$ cat src/rtl/crt_pkg.sv
package crt_pkg;
   localparam int B_OVF  = 7;
   localparam int B_EXT  = 6;
   localparam int B_RXS  = 5;
   localparam int B_TXS  = 4;
   localparam int B_EXEN = 3;
   localparam int B_RUN  = 2;
   localparam int B_SRC  = 1;
   localparam int B_CAP  = 0;

   typedef enum logic [2:0] {
      MODE_RELOAD  = 3'd0,
      MODE_CAPTURE = 3'd1,
      MODE_UPDOWN  = 3'd2,
      MODE_BAUD    = 3'd3,
      MODE_CLKOUT  = 3'd4
   } mode_e;
endpackage

$ cat src/rtl/crt_edge_det.sv
module crt_edge_det #(
   parameter int STAGES = 2
) (
   input  logic clk,
   input  logic rst_n,
   input  logic pin,
   output logic level,
   output logic fall
);
   logic [STAGES-1:0] q;

   generate
      if (STAGES < 2) begin : g_bad
         $error("crt_edge_det: STAGES must be at least 2");
      end
   endgenerate

   always_ff @(posedge clk or negedge rst_n) begin
      if (!rst_n) q[0] <= 1'b0;
      else        q[0] <= pin;
   end

   generate
      for (genvar gi = 1; gi < STAGES; gi++) begin : g_sync
         always_ff @(posedge clk or negedge rst_n) begin
            if (!rst_n) q[gi] <= 1'b0;
            else        q[gi] <= q[gi-1];
         end
      end
   endgenerate

   assign level = q[STAGES-2];
   assign fall  = q[STAGES-1] & ~q[STAGES-2];
endmodule

$ cat src/rtl/crt_mode_dec.sv
module crt_mode_dec
   import crt_pkg::*;
#(
   parameter int CTL_W = 8
) (
   input  logic [CTL_W-1:0] ctl,
   input  logic             updown_en,
   input  logic             clkout_en,
   output mode_e            mode
);
   always_comb begin
      if (ctl[B_RXS] | ctl[B_TXS])        mode = MODE_BAUD;
      else if (clkout_en & ~ctl[B_SRC])   mode = MODE_CLKOUT;
      else if (ctl[B_CAP])                mode = MODE_CAPTURE;
      else if (updown_en)                 mode = MODE_UPDOWN;
      else                                mode = MODE_RELOAD;
   end
endmodule

$ cat src/rtl/crt_core.sv
module crt_core
   import crt_pkg::*;
#(
   parameter int CNT_W = 16
) (
   input  logic             clk,
   input  logic             rst_n,
   input  logic             step,
   input  logic             ext_evt,
   input  logic             dir_up,
   input  mode_e            mode,
   input  logic             cnt_we,
   input  logic [CNT_W-1:0] cnt_wdata,
   input  logic             rc_we,
   input  logic [CNT_W-1:0] rc_wdata,
   output logic [CNT_W-1:0] count,
   output logic [CNT_W-1:0] rc,
   output logic             ovf_evt
);
   localparam logic [CNT_W-1:0] MAXV = '1;
   localparam logic [CNT_W-1:0] ONE  = {{(CNT_W-1){1'b0}}, 1'b1};

   logic             up_ovf, dn_unf;
   logic [CNT_W-1:0] cnt_nxt, rc_nxt;

   always_comb begin
      up_ovf  = step & dir_up & (count == MAXV);
      dn_unf  = step & ~dir_up & (count == rc);
      cnt_nxt = count;
      if (cnt_we)                                cnt_nxt = cnt_wdata;
      else if (ext_evt && mode == MODE_RELOAD)   cnt_nxt = rc;
      else if (up_ovf)                           cnt_nxt = (mode == MODE_CAPTURE) ? '0 : rc;
      else if (dn_unf)                           cnt_nxt = MAXV;
      else if (step)                             cnt_nxt = dir_up ? count + ONE : count - ONE;

      rc_nxt = rc;
      if (ext_evt && mode == MODE_CAPTURE)       rc_nxt = count;
      else if (rc_we)                            rc_nxt = rc_wdata;
   end

   assign ovf_evt = up_ovf | dn_unf;

   always_ff @(posedge clk or negedge rst_n) begin
      if (!rst_n) begin
         count <= '0;
         rc    <= '0;
      end else begin
         count <= cnt_nxt;
         rc    <= rc_nxt;
      end
   end
endmodule

$ cat src/rtl/crt_timer.sv
module crt_timer
   import crt_pkg::*;
#(
   parameter int CNT_W       = 16,
   parameter int CTL_W       = 8,
   parameter int SYNC_STAGES = 2
) (
   input  logic             clk,
   input  logic             rst_n,
   input  logic             tick_en,
   input  logic             cnt_pin,
   input  logic             stb_pin,
   input  logic             updown_en,
   input  logic             clkout_en,
   input  logic             ctl_we,
   input  logic [CTL_W-1:0] ctl_wdata,
   input  logic             cnt_we,
   input  logic [CNT_W-1:0] cnt_wdata,
   input  logic             rc_we,
   input  logic [CNT_W-1:0] rc_wdata,
   output logic [CTL_W-1:0] ctl_q,
   output logic [CNT_W-1:0] count_q,
   output logic [CNT_W-1:0] rc_q,
   output logic             ovf_flag,
   output logic             ext_flag,
   output logic             irq,
   output logic             rx_baud,
   output logic             tx_baud,
   output logic             clk_out
);
   generate
      if (CTL_W != 8) begin : g_bad_ctl
         $error("crt_timer: CTL_W must be 8");
      end
      if (CNT_W < 4) begin : g_bad_cnt
         $error("crt_timer: CNT_W must be at least 4");
      end
   endgenerate

   mode_e            mode;
   logic             cnt_lvl, cnt_fall, stb_lvl, stb_fall;
   logic             step, ext_evt, dir_up, ovf_evt, tf_set;
   logic [CTL_W-1:0] ctl_nxt;

   crt_edge_det #(.STAGES(SYNC_STAGES)) u_cnt_edge (
      .clk(clk), .rst_n(rst_n), .pin(cnt_pin), .level(cnt_lvl), .fall(cnt_fall)
   );

   crt_edge_det #(.STAGES(SYNC_STAGES)) u_stb_edge (
      .clk(clk), .rst_n(rst_n), .pin(stb_pin), .level(stb_lvl), .fall(stb_fall)
   );

   crt_mode_dec #(.CTL_W(CTL_W)) u_mode (
      .ctl(ctl_q), .updown_en(updown_en), .clkout_en(clkout_en), .mode(mode)
   );

   assign step    = ctl_q[B_RUN] & (ctl_q[B_SRC] ? cnt_fall : tick_en);
   assign ext_evt = ctl_q[B_EXEN] & stb_fall;
   assign dir_up  = (mode != MODE_UPDOWN) | stb_lvl;

   crt_core #(.CNT_W(CNT_W)) u_core (
      .clk(clk), .rst_n(rst_n), .step(step), .ext_evt(ext_evt), .dir_up(dir_up),
      .mode(mode), .cnt_we(cnt_we), .cnt_wdata(cnt_wdata), .rc_we(rc_we),
      .rc_wdata(rc_wdata), .count(count_q), .rc(rc_q), .ovf_evt(ovf_evt)
   );

   assign tf_set = ovf_evt & (mode != MODE_BAUD) & (mode != MODE_CLKOUT);

   always_comb begin
      ctl_nxt = ctl_we ? ctl_wdata : ctl_q;
      if (tf_set)  ctl_nxt[B_OVF] = 1'b1;
      if (ext_evt) ctl_nxt[B_EXT] = 1'b1;
   end

   always_ff @(posedge clk or negedge rst_n) begin
      if (!rst_n) begin
         ctl_q   <= '0;
         rx_baud <= 1'b0;
         tx_baud <= 1'b0;
         clk_out <= 1'b0;
      end else begin
         ctl_q   <= ctl_nxt;
         rx_baud <= ovf_evt & (mode == MODE_BAUD) & ctl_q[B_RXS];
         tx_baud <= ovf_evt & (mode == MODE_BAUD) & ctl_q[B_TXS];
         clk_out <= clk_out ^ (ovf_evt & (mode == MODE_CLKOUT));
      end
   end

   assign ovf_flag = ctl_q[B_OVF];
   assign ext_flag = ctl_q[B_EXT];
   assign irq      = ctl_q[B_OVF] | (ctl_q[B_EXT] & (mode != MODE_UPDOWN));
endmodule

$ cat config.mk
export PLATFORM = sky130hd
export DESIGN_NAME = crt_timer
export DESIGN_NICKNAME = d
export VERILOG_FILES = /design/src/rtl/crt_pkg.sv /design/src/rtl/crt_edge_det.sv /design/src/rtl/crt_mode_dec.sv /design/src/rtl/crt_core.sv /design/src/rtl/crt_timer.sv
export SDC_FILE = /design/constraint.sdc
export NUM_CORES = 1
export LEC_CHECK = 0
export BUFFER_PORTS_ARGS = -buffer_cell sky130_fd_sc_hd__buf_2
export CORE_UTILIZATION = 47
export DETAILED_ROUTE_END_ITERATION = 10
export HOLD_SLACK_MARGIN = 0.05
export PLACE_DENSITY = 0.79
export SKIP_CTS_REPAIR_TIMING = 1
export SYNTH_ARGS = -nofsm -noshare
export SYNTH_HDL_FRONTEND = slang
export SYNTH_SLANG_ARGS = --single-unit
$ cat constraint.sdc
create_clock -name clk -period 3 [get_ports clk]
set_clock_uncertainty 0.15 [all_clocks]
set_input_delay 0.15 -clock clk [delete_from_list [all_inputs] [get_ports clk]]
set_output_delay 0.15 -clock clk [all_outputs]
set_load 0.05 [all_outputs]
* Word-level counts from Yosys, hierarchy flattened
Cells that the tools add are included.
Widths: inputs -> output; s select.
** Word-level totals
- Bits in registers :: 47
- Word-level logic and storage cells :: 71
- Output and inout bits :: 46
- Input port bits :: 50
** Cells by class
- Reduce and logical (&&, ||, !) cells :: 7
- Bitwise gates (word level) :: 25
- Equality and inequality tests :: 8
- Muxes and demuxes :: 17
- Add/subtract/negate cells :: 2
** Operators by type and width (number)
- $mux 16 :: 9
- $add 16x1->16 const B :: 1
- $and 1x1->1 :: 16
- $eq 16x16->1 :: 1
- $eq 16x16->1 const B :: 1
- $sub 16x1->16 const B :: 1
- $mux 3 :: 3
- $mux 8 :: 1
- $ne 3x2->1 const B :: 2
- $reduce_bool 2->1 :: 3
- $reduce_bool 5->1 :: 1
- $not 1->1 :: 4
- $or 1x1->1 :: 4
- $eq 3x1->1 const B :: 1
- $eq 3x2->1 const B :: 1
- $eq 3x3->1 const B :: 1
- $logic_not 3->1 :: 1
- $mux 1 :: 3
- $ne 3x3->1 const B :: 1
- $logic_and 1x1->1 :: 2
- $mux 2 :: 1
- $xor 1x1->1 :: 1

* Logic depth before layout (Yosys ltp)
Gate-level depths: netlist of run 1.
- Depth after elaboration :: 13
- Gate-level depth with buffers :: 11
- Mapped depth without buffers :: 10

* Cells and area by module
Synthesis of run 1 repeated with hierarchy kept, for this count alone.
** Unflattened totals
- Cell total of the unflattened synthesis :: 361
- Area total of the unflattened synthesis :: 3367.0 um^2
** Modules (own cells, without submodules)
- crt_core :: area each 2681.3 um^2, times used 1, cells each 313
- crt_timer :: area each 515.5 um^2, times used 1, cells each 37
- crt_edge_det :: area each 63.8 um^2, times used 2, cells each 3
- crt_mode_dec :: area each 42.5 um^2, times used 1, cells each 5

* Least setup slack after synthesis of run 1
OpenSTA, ideal clock, no wires.
- Kind :: reg2reg
- From :: reg ctl_q[0]
- To :: reg u_core.count[14]
- Clock period less this slack :: 3.073 ns
- Stages on the path, launching flop included :: 11
- Path slack :: -0.073 ns
- Data arrival time :: 2.804 ns
- Cell sequence :: dfrtp_1 > or3b_4 > or3_1 > buf_4 > xnor2_1 > ha_1 > and4b_1 > nor4b_1 > a31oi_1 > mux2i_1 > o21a_1
** Between the ends
- Word-level cells in the longest chain between the ends :: 12
- Elaborated cells on any way between the ends :: 21
- Classes of those cells :: eq/ne (2); mux (10); bitwise (6); reduce/logical (3)
** Ends and longest elaborated chain
- start: declaration :: RTL line crt_timer.sv:21 : output logic [CTL_W-1:0] ctl_q,
- start signal: assignment :: RTL line crt_timer.sv:82 : ctl_q <= ctl_nxt;
- $mux 3 * :: RTL line crt_mode_dec.sv:14 : else if (ctl[B_CAP]) mode = MODE_CAPTURE;
- $mux 3 * :: RTL line crt_mode_dec.sv:13 : else if (clkout_en & ~ctl[B_SRC]) mode = MODE_CLKOUT;
- $mux 3 * :: RTL line crt_mode_dec.sv:12 : if (ctl[B_RXS] | ctl[B_TXS]) mode = MODE_BAUD;
- $ne 3x2->1 :: RTL line crt_timer.sv:59 : assign dir_up = (mode != MODE_UPDOWN) | stb_lvl;
- $or 1x1->1 :: RTL line crt_timer.sv:59
- $not 1->1 :: RTL line crt_core.sv:28 : dn_unf = step & ~dir_up & (count == rc);
- $and 1x1->1 (2 in a row) :: RTL line crt_core.sv:28
- $mux 16 :: RTL line crt_core.sv:33 : else if (dn_unf) cnt_nxt = MAXV;
- $mux 16 :: RTL line crt_core.sv:32 : else if (up_ovf) cnt_nxt = (mode == MODE_CAPTURE) ? '0 : rc;
- $mux 16 :: RTL line crt_core.sv:31 : else if (ext_evt && mode == MODE_RELOAD) cnt_nxt = rc;
- $mux 16 :: RTL line crt_core.sv:30 : if (cnt_we) cnt_nxt = cnt_wdata;
- end signal: assignment :: RTL line crt_core.sv:48 : count <= cnt_nxt;
- end: declaration :: RTL line crt_core.sv:16 : output logic [CNT_W-1:0] count,
Every way passes the cells marked *; elsewhere a longest branch is shown, timed or not. The select of a mux whose other input is x is not followed.
A chain may end at the register's enable or synchronous reset.

* Final worst setup path of run 1
- From :: reg u_stb_edge.q[0], in the netlist u_stb_edge.level
- To :: reg u_core.count[14]
** Between the ends
- Word-level cells in the longest chain between the ends :: 8
- Elaborated cells on any way between the ends :: 17
- Classes of those cells :: mux (6); bitwise (9); reduce/logical (2)
** Ends and longest elaborated chain
- start: declaration :: RTL line crt_edge_det.sv:10 : logic [STAGES-1:0] q;
- start signal: assignment :: RTL line crt_edge_det.sv:20 : else q[0] <= pin;
- $or 1x1->1 :: RTL line crt_timer.sv:59
- $not 1->1 :: RTL line crt_core.sv:28
- $and 1x1->1 (2 in a row) :: RTL line crt_core.sv:28
- $mux 16 :: RTL line crt_core.sv:33
- $mux 16 :: RTL line crt_core.sv:32
- $mux 16 :: RTL line crt_core.sv:31
- $mux 16 :: RTL line crt_core.sv:30
Several ways; a longest one is shown, not always the timed one. The select of a mux whose other input is x is not followed.

==> impl_metrics.py, run 1 <==
metrics = {
    "detailed_routing": {
        "drc": 7,
        "vias": 3407,
        "drtIter0Drc": 312,
        "via_per_inst": 6.02,
        "avgRoutedWirePerCell_um": 18.1,
        "drt_wl_total_um": 10200,
        "dr.pass1.iters": 8,
        "antenna_left": 0,
    },
    "timing": {
        "finalHoldViolCount": 1,
        "final.setup.tns_ps": 0,
        "fmax_ghz": 0.347,
        "slew_headroom_pct": 46.7,
        "tightest_slew_ps": 794,
        "period_minus_slack_ps": 2880,
        "slew_viol_final": 0,
        "period_share_pct": 96.1,
        "hold_slack_ps": -0.549,
        "setup_viol": 0,
    },
    "logic_synthesis": {
        "synth_cells": 363,
        "synth_common_cells": "47 x dfrtp_1, 37 x nor2_1, 32 x a21oi_1, 31 x nand2_1, 21 x clkbuf_1",
        "async_reset_ff_share_pct": 100,
        "ys_seq_area_share_pct": 37.2,
        "yosysMostFrequentCell": "dfrtp_1",
        "yosysTopAreaCellShare_pct": 37.2,
        "ys_seq_elements": 47,
        "yosys.cell_types.count": 56,
        "syn-cell-area_um2": 3160,
        "synth_simple_gate_area_share_pct": 21.5,
        "ys_top_cells_by_area": "dfrtp_1 37%, mux2i_1 6.0%, a21oi_1 5.1%, nor2_1 4.4%, xnor2_1 4.2%",
        "yosysTopAreaCell": "dfrtp_1",
        "synth_compound_area_share_pct": 19.8,
        "synthMuxAreaShare_pct": 8.16,
        "synth-xor-area-share_pct": 8.04,
        "synth.yosys.warnings": 0,
        "synth-main-ff-cell": "dfrtp_1",
        "synth-edff-count": 0,
        "synth_nets": 414,
        "syn_avg_cell_area_um2": 8.70,
        "synth_adder_area_share_pct": 0.396,
        "synth_top_family_by_area": "simple AND/OR/NAND/NOR gates",
    },
    "placement": {
        "hpwlAfterDp_um": 7460,
        "place_congestion": 0.940,
        "io_buffers": 95,
    },
    "layout": {
        "area_growth_pct": 32.6,
        "fin_nets": 539,
        "layout-drive-gt1-share_pct": 29.9,
        "n_antenna_cell": 0,
    },
    "setup_path": {
        "worstRegToRegCells": 9,
        "arrival_ps": 2930,
        "crit_path_start_kind": "flop",
        "critical_path_required_ps": 3050,
        "critical_path_class": "flop to flop",
        "crit_fanout": 7,
        "end_kind": "flop",
    },
    "hold_path": {
        "min_delay_path_depth": 3,
        "worstHoldPathType": "input port to flop",
    },
    "power_and_ir_drop": {
        "ir_worst_vdd_v": 0.000278,
        "p_per_area_nw_per_um2": 488,
        "power_mw": 2.04,
        "power_leakage_nw": 1.92,
    },
    "clocking": {
        "cts_sinks": 47,
        "cts_tree": "done",
        "clk_latency_ps": 310,
        "cts-buffers-inserted": 5,
        "clk_pin_slew_ps": 100,
        "cts_root_buf": "clkbuf_8",
        "cts_buffer_depth": 2,
        "cts.htree.levels": 2,
    },
    "global_route": {
        "gr-max-usage-layer": "met2",
        "grt_pass1_wl_um": 15300,
        "grt.met2_usage_pct": 44.5,
        "grt_max_degree": 33,
        "antenna_found_initial": 0,
        "grt_usage_pct": 27.8,
        "overflow": 0,
        "met3_usage_pct": 3.07,
        "gr-usage-met1_pct": 39.2,
        "grt_pass1_vias": 3082,
    },
    "floorplan": {
        "die_y_um": 84.0,
        "die-area_um2": 7050,
        "core_region_area_um2": 6420,
        "boundaryPins": 96,
        "start_util_pct": 49.2,
        "rows": 29,
        "die_x_um": 84.0,
    },
    "outcome": {
        "failed_checks": "DRC, hold timing",
        "outcome": "finished with violations",
    },
    "run": {
        "drv_cap": 0,
    },
}
==> worst max-delay path: stages, from the launching register on <==
cell     delay, ps
dfrtp_1        430
or3b_4         430
or3_1          380
xnor2_1        160
ha_2           230
and4b_1        340
nor4b_1        260
a31oi_1         90
mux2i_1        150
o21a_1         160
==> layout by cell type (no fill, tap or decap), drive strengths merged, types with 2 or more instances in the layout <==
cell type	n
o211ai	8
nor3	7
o31ai	3
a221o	3
dlygate4sd3	34
a22oi	7
mux2	6
dfrtp	47
xnor2	15
nand4	6
nand2	32
nor2	38
nand2b	3
a21oi	33
and3	2
clkinvlp	2
clkbuf	5
nor4	8
or3	5
buf	114
a31oi	4
nor2b	4
and3b	2
inv	6
xor2	14
and2	3
or2	5
nand3	9
nor4b	2
o21a	2
o22ai	10
a211oi	3
mux2i	19
o21ai	12
==> sequential cells by signal (all words and copies together) (netlist names) <==
register	flops
u_core.rc	16
clk_out	1
rx_baud	1
u_core.count	16
ctl_q	8
u_stb_edge.level	1
u_cnt_edge.q	1
tx_baud	1
u_stb_edge.q	1
u_cnt_edge.level	1
==> metrics by stage <==
stage / util (%) / instance area [um^2] / instances / setup slack [ps] / hold slack (ps)
final: 65.2 / 4190 / 566 / 116 / -0.549
after global routing: 65.2 / 4190 / 566 / -2.08 / 48.0
after CTS: 59.7 / 3830 / 532 / -1.85 / -258
after detailed placement: 58.3 / 3740 / 524 / 17.8 / 72.9
after global placement: 58.3 / 3740 / 524 / 210 / 70.0
after floorplan: - / 3160 / 363 / 22.4 / -296
==> cell families after synthesis <==
logic type	after synthesis
AOI/OAI and AO/OA	94
adders and majority gates	1
buffers and inverters	36
and+or+nand+nor	131
muxes	25
xor gates and xnor gates	29
DFF	47
==> final timing paths <==
kind                            slack (ps)                to              from
worst max-delay path                   120  u_core.count[14]  u_stb_edge.level
worst min-delay path                  -0.5     u_core.rc[13]      rc_wdata[13]
worst max register to register         120  u_core.count[14]  u_stb_edge.level
worst min register to register         230   u_cnt_edge.q[1]  u_cnt_edge.level
max in group asynchronous             1740          ctl_q[6]             rst_n
min in group asynchronous              240  u_core.count[10]             rst_n
==> power breakdown <==
| group | switching (mW) | internal [mW] |
|---|---|---|
| combinational | 0.551 | 0.281 |
| sequential | 0.111 | 0.701 |
| clock | 0.237 | 0.163 |
==> metal layers <==
metal,vias up,wire [um],part of all wire (%)
li1,1562,-,-
met5,-,0,0
met1,1620,4360,43
met2,196,4850,47
met3,29,785,7.7
met4,0,248,2.4
==> layout make-up <==
type	count	area [um^2]
multi-input combinational	280	1840
sequential	47	1180
clock inverter	3	20.0
inverter	6	22.5
clock buffer	5	68.8
timing repair buffer	148	958
fill	540	2240
tap	77	96.3
No activity file was read; power rests on OpenSTA's default activity.
==> run 2, diff against run 1 <==
Clock period 3 ns to 2.4 ns, I/O delays scaled along.
==> run 2 against run 1 <==
Effect of this change:
- the run ends with DRC, hold timing, setup timing left
- flip-flop and latch count unchanged
- sequential power increased by 26%
- die area unchanged
- global-route usage increased by 3.0 points
- critical path depth unchanged
- largest cell class unchanged
- highest routed layer unchanged
==> impl_metrics.py, run 2 (synthesis gave the netlist of run 1 again) <==
metrics = {
    "detailed_routing": {
        "avgRoutedWirePerCell_um": 18.8,
        "drc": 12,
        "drt_wl_total_um": 11700,
        "dr.pass1.iters": 9,
        "antenna_left": 0,
        "vias": 3641,
        "drtIter0Drc": 381,
        "via_per_inst": 5.87,
    },
    "power_and_ir_drop": {
        "ir_worst_vdd_v": 0.000380,
        "power_mw": 2.72,
        "p_per_area_nw_per_um2": 565,
        "power_leakage_nw": 2.23,
    },
    "floorplan": {
        "die_y_um": 84.0,
        "rows": 29,
        "die-area_um2": 7050,
        "die_x_um": 84.0,
        "boundaryPins": 96,
        "core_region_area_um2": 6420,
        "start_util_pct": 49.2,
    },
    "layout": {
        "n_antenna_cell": 0,
        "multiInputGateArea_um2": 1970,
        "seq_area_um2": 1200,
        "final_util_pct": 75.1,
        "fin_cells": 620,
        "fin_nets": 593,
        "reg_top3": "u_core.count (16), u_core.rc (16), ctl_q (8)",
        "final_cell_mix": "95 x buf_2, 59 x buf_4, 40 x dlygate4sd3_1",
        "layout-drive-gt1-share_pct": 41.8,
        "area_growth_pct": 52.7,
        "nFillCells": 482,
        "design_area_um2": 4820,
        "final_common_cell": "buf_2",
    },
    "global_route": {
        "gr-usage-met1_pct": 45.1,
        "met3_usage_pct": 3.86,
        "grt_usage_pct": 30.8,
        "overflow": 0,
        "antenna_found_initial": 0,
        "grt_pass1_wl_um": 16600,
        "grt_pass1_vias": 3128,
        "grt_max_degree": 48,
        "gr-max-usage-layer": "met2",
        "grt.met2_usage_pct": 48.3,
    },
    "setup_path": {
        "arrival_ps": 2740,
        "crit_chain": "or3b_4, or3_4, xnor2_4, ha_4, and4b_2, nor4b_4, a31oi_2, mux2i_1, o21a_1",
        "crit_buf_inv": 0,
        "end_kind": "flop",
        "critical_path_class": "flop to flop",
        "timing.rr.start": "ctl_q[0]",
        "critical-path-max-stage-delay_ps": 410,
        "crit_fanout": 5,
        "critPathSlowestCell": "dfrtp_2",
        "crit_path_start_kind": "flop",
        "critical_path_required_ps": 2450,
        "critical_path.startpoint": "ctl_q[0]",
        "path_delay_family": "simple AND/OR/NAND/NOR gates",
    },
    "timing": {
        "period_minus_slack_ps": 2690,
        "finalHoldViolCount": 1,
        "hold_slack_ps": -14.1,
        "tightest_slew_ps": 470,
        "setup_ws_ps": -293,
        "setup_viol": 20,
        "rsz0062_at_grt": "yes",
        "period_share_pct": 112,
        "fmax_ghz": 0.371,
        "slew_headroom_pct": 68.7,
        "slew_viol_final": 0,
        "final.setup.tns_ps": -2760,
    },
    "outcome": {
        "outcome": "finished with violations",
        "failed_checks": "DRC, hold timing, setup timing",
    },
    "clocking": {
        "cts_sinks": 47,
        "clk_latency_ps": 310,
        "cts-buffers-inserted": 5,
        "cts.htree.levels": 2,
        "clk_pin_slew_ps": 100,
        "cts_buffer_depth": 2,
        "cts_root_buf": "clkbuf_8",
        "cts_tree": "done",
    },
    "placement": {
        "pre_cts_ws_ps": -358,
        "place_area_um2": 4180,
        "hpwlAfterDp_um": 8340,
        "io_buffers": 95,
        "place_congestion": 1.03,
        "placed_cells_incl_taps": 567,
    },
    "run": {
        "drv_cap": 0,
    },
    "hold_path": {
        "min_from": "rc_wdata[3]",
        "worstHoldPathType": "input port to flop",
    },
}
## run 2: final timing paths
kind | endpoint | slack [ps] | cells after the start
hold / removal | u_core.rc[3] | -10 | 3
min in group asynchronous | ctl_q[1] | 170 | 3
setup / recovery | u_core.count[14] | -290 | 9
hold reg to reg | u_cnt_edge.q[1] | 230 | 0
setup reg to reg | u_core.count[14] | -290 | 9
max in group asynchronous | u_core.count[11] | 1690 | 3
## run 2: final cells by class
class | count | area share (%)
multi-input cells | 280 | 40.8
well taps | 77 | 2.00
inverters | 6 | 0.467
repair buffers | 202 | 30.1
clock inverters | 3 | 0.389
clock buffers | 5 | 1.43
flip-flops and latches | 47 | 24.8
## run 2: report_power, final
group          switching (mW)  internal [mW]
Sequential              0.140          0.883
Clock                   0.298          0.206
Combinational           0.749          0.447
Total                    1.19           1.54
## run 2: worst min-delay path: stages
cell	delay [ps]
buf_2	80
mux2i_1	60
a21oi_1	150
## run 2: per-layer routing
| metal | up-vias | part of all wire, % |
|---|---|---|
| met4 | 0 | 1.7 |
| met3 | 20 | 9.1 |
| li1 | 1671 | - |
| met1 | 1757 | 41 |
| met5 | - | 0 |
| met2 | 193 | 48 |
==> run 3, diff against run 2 <==
Settings changed: CORE_UTILIZATION 47 to 48, PLACE_DENSITY 0.79 to 0.8, SYNTH_HIERARCHICAL from default to 1.
==> run 3 against run 2 <==
Effect of this change:
- the flow finishes with violations (setup timing)
- final area is 15% higher
- first-iteration DRC count is 110% higher
- sequential power up 4%
- synthesized cell count is 0.55% lower
- fmax fell by 28%
- largest cell class unchanged
- largest power group unchanged
- highest routed layer unchanged
==> impl_metrics.py, run 3 <==
metrics = {
    "detailed_routing": {
        "drt_wl_total_um": 16100,
        "vias": 4461,
        "via_per_inst": 6.64,
        "drtIter0Drc": 815,
        "avgRoutedWirePerCell_um": 23.9,
        "antenna_left": 0,
        "drc": 0,
        "dr.pass1.iters": 5,
    },
    "placement": {
        "placed_cells_incl_taps": 609,
        "pre_cts_ws_ps": -1130,
        "io_buffers": 95,
        "hpwlAfterDp_um": 8310,
        "place_congestion": 0.931,
    },
    "setup_path": {
        "timing.rr.start": "ctl_q[1]",
        "end_kind": "flop",
        "crit_buf_inv": 3,
        "worstReg2RegEnd": "u_core/count[7]",
        "worstRegToRegCells": 14,
        "critical_path_required_ps": 2510,
        "critical_path_class": "flop to flop",
        "reg2reg_slack_ps": -1340,
        "crit_fanout": 7,
        "arrival_ps": 3850,
        "critical-path-max-stage-delay_ps": 420,
        "critPathSlowestCell": "a2111oi_2",
        "crit_chain": "nand2b_4, a211o_4, or3b_4, or2_4, clkinv_8, buf_12, ha_4, and3_4, a311oi_4, buf_4, o21ai_4, xnor2_2, a2111oi_2, a211o_1",
        "path_delay_family": "compound AO/OA/AOI/OAI gates",
        "crit_path_start_kind": "flop",
    },
    "floorplan": {
        "boundaryPins": 96,
        "die-area_um2": 7350,
        "core_region_area_um2": 6790,
        "die_x_um": 85.8,
        "start_util_pct": 49.6,
        "die_y_um": 85.8,
        "rows": 30,
    },
    "power_and_ir_drop": {
        "power_leakage_nw": 2.53,
        "p_per_area_nw_per_um2": 599,
        "ir_worst_vdd_v": 0.000499,
    },
    "layout": {
        "n_antenna_cell": 0,
        "reg_top3": "u_core/count (16), u_core/rc (16), ctl_q (8)",
        "area_growth_pct": 65.3,
        "final_common_cell": "buf_2",
        "fin_nets": 640,
        "fin_cells": 672,
        "final_cell_mix": "94 x buf_2, 75 x buf_4, 46 x dfrtp_1",
        "layout-drive-gt1-share_pct": 47.9,
    },
    "timing": {
        "slew_viol_final": 0,
        "period_share_pct": 156,
        "setup_ws_ps": -1340,
        "rsz0062_at_grt": "yes",
        "finalHoldViolCount": 0,
        "hold_slack_ps": 28.9,
        "slew_headroom_pct": 52.8,
        "fmax_ghz": 0.268,
        "period_minus_slack_ps": 3740,
        "setup_viol": 20,
        "tightest_slew_ps": 702,
    },
    "logic_synthesis": {
        "ys_top_cells_by_area": "dfrtp_1 35%, xor2_1 6.2%, ha_1 5.2%, mux2i_1 5.1%, nand2_1 4.6%",
        "syn_avg_cell_area_um2": 9.33,
        "yosysTopAreaCellShare_pct": 34.9,
        "yosysMostFrequentCell": "dfrtp_1",
        "synth-edff-count": 0,
        "synth-main-ff-cell": "dfrtp_1",
        "syn-cell-area_um2": 3370,
        "synth_nets": 426,
        "ys_seq_elements": 47,
        "synth.yosys.warnings": 6,
        "ys_seq_area_share_pct": 34.9,
        "yosys.cell_types.count": 71,
        "synth_common_cells": "47 x dfrtp_1, 41 x nand2_1, 29 x o21ai_0, 24 x xor2_1, 19 x a21oi_1",
        "yosysTopAreaCell": "dfrtp_1",
        "async_reset_ff_share_pct": 100,
        "synth_cells": 361,
    },
    "outcome": {
        "outcome": "finished with violations",
        "failed_checks": "setup timing",
    },
    "global_route": {
        "gr-usage-met1_pct": 39.3,
        "gr-max-usage-layer": "met2",
        "grt_pass1_vias": 3491,
        "grt_pass1_wl_um": 17200,
        "overflow": 0,
        "met3_usage_pct": 7.51,
        "antenna_found_initial": 0,
        "grt_usage_pct": 30.1,
        "grt.met2_usage_pct": 48.9,
        "grt_max_degree": 33,
    },
    "hold_path": {
        "min_from": "cnt_wdata[10]",
        "holdPathEnd": "u_core/count[10]",
        "min_delay_path_depth": 3,
        "worstHoldPathType": "input port to flop",
    },
    "clocking": {
        "clk_pin_slew_ps": 100,
        "cts_tree": "done",
        "cts.htree.levels": 2,
        "cts_buffer_depth": 2,
        "cts_root_buf": "clkbuf_8",
        "cts-buffers-inserted": 5,
        "cts_sinks": 47,
        "clk_latency_ps": 310,
    },
    "run": {
        "drv_cap": 0,
    },
}
==> run 3: changes by cell type in the layout (fill, tap and decap cells not counted), moves of 10 or more <==
cell     before  now
a21oi_1      32   13
buf_4        59   75
dfrtp_1      31   46
dfrtp_2      16    1
nor2_1       36   13
xnor2_1      14    4
==> run 3: power by group <==
part	switching [mW]	internal, mW	leakage (nW)
Combinational	1.09	0.687	1.95
Clock	0.291	0.205	0.0412
Sequential	0.176	0.882	0.548
Total	1.56	1.77	2.53
==> run 3: worst max-delay path by stage <==
stage,to,slack (ps),startpoint,cells after the start
finish,u_core/count[7],-1340,ctl_q[1],14
CTS,u_core/count[14],-1160,ctl_q[1],14
floorplan,u_core/count[7],-1140,ctl_q[1],12
global route,u_core/count[7],-1350,ctl_q[1],14
detailed placement,u_core/count[14],-1130,ctl_q[1],14
global placement,u_core/count[7],-1070,ctl_q[1],13
==> run 3: per-stage QoR <==
step	util, %	power, mW	cell area, um^2	setup TNS (ps)
floorplan	-	1.93	3460	-17270
global placement	66.8	2.41	4540	-18520
detailed placement	66.8	2.44	4540	-19730
CTS	68.0	2.93	4620	-20730
global route	81.9	3.43	5560	-21890
finish	81.9	3.33	5560	-21090
==> run 3: area by class of cell <==
| type | count | area (um^2) |
|---|---|---|
| clock buffer | 6 | 72.6 |
| clock inverter | 2 | 12.5 |
| fill | 329 | 1230 |
| inverter | 6 | 35.0 |
| multi-input combinational | 295 | 2520 |
| sequential | 47 | 1180 |
| tap | 96 | 120 |
| timing repair buffer | 220 | 1630 |
==> run 3: worst reg2reg max path, delay by kind of cell (launching register included) <==
| family | cells | cell delay [ps] |
|---|---|---|
| flops | 1 | 410 |
| compound gates | 5 | 1260 |
| xor+xnor | 1 | 200 |
| buf+inv | 3 | 410 |
| fa+ha+maj | 1 | 230 |
| simple gates | 4 | 1010 |
==> run 3: cell families after synthesis <==
logic type,share of synthesized area [%]
XOR/XNOR,7.80
AO/OA/AOI/OAI,19.5
flip-flops,34.9
multiplexers,7.84
AND/OR/NAND/NOR,21.4
adder cells (fa/ha/maj),5.80
buffers and inverters,2.71
==> run 3: routing by layer <==
metal | share of wire [%] | wire [um]
met5 | 0 | 0
met4 | 7.0 | 1130
met3 | 13 | 2030
met2 | 45 | 7270
met1 | 35 | 5640
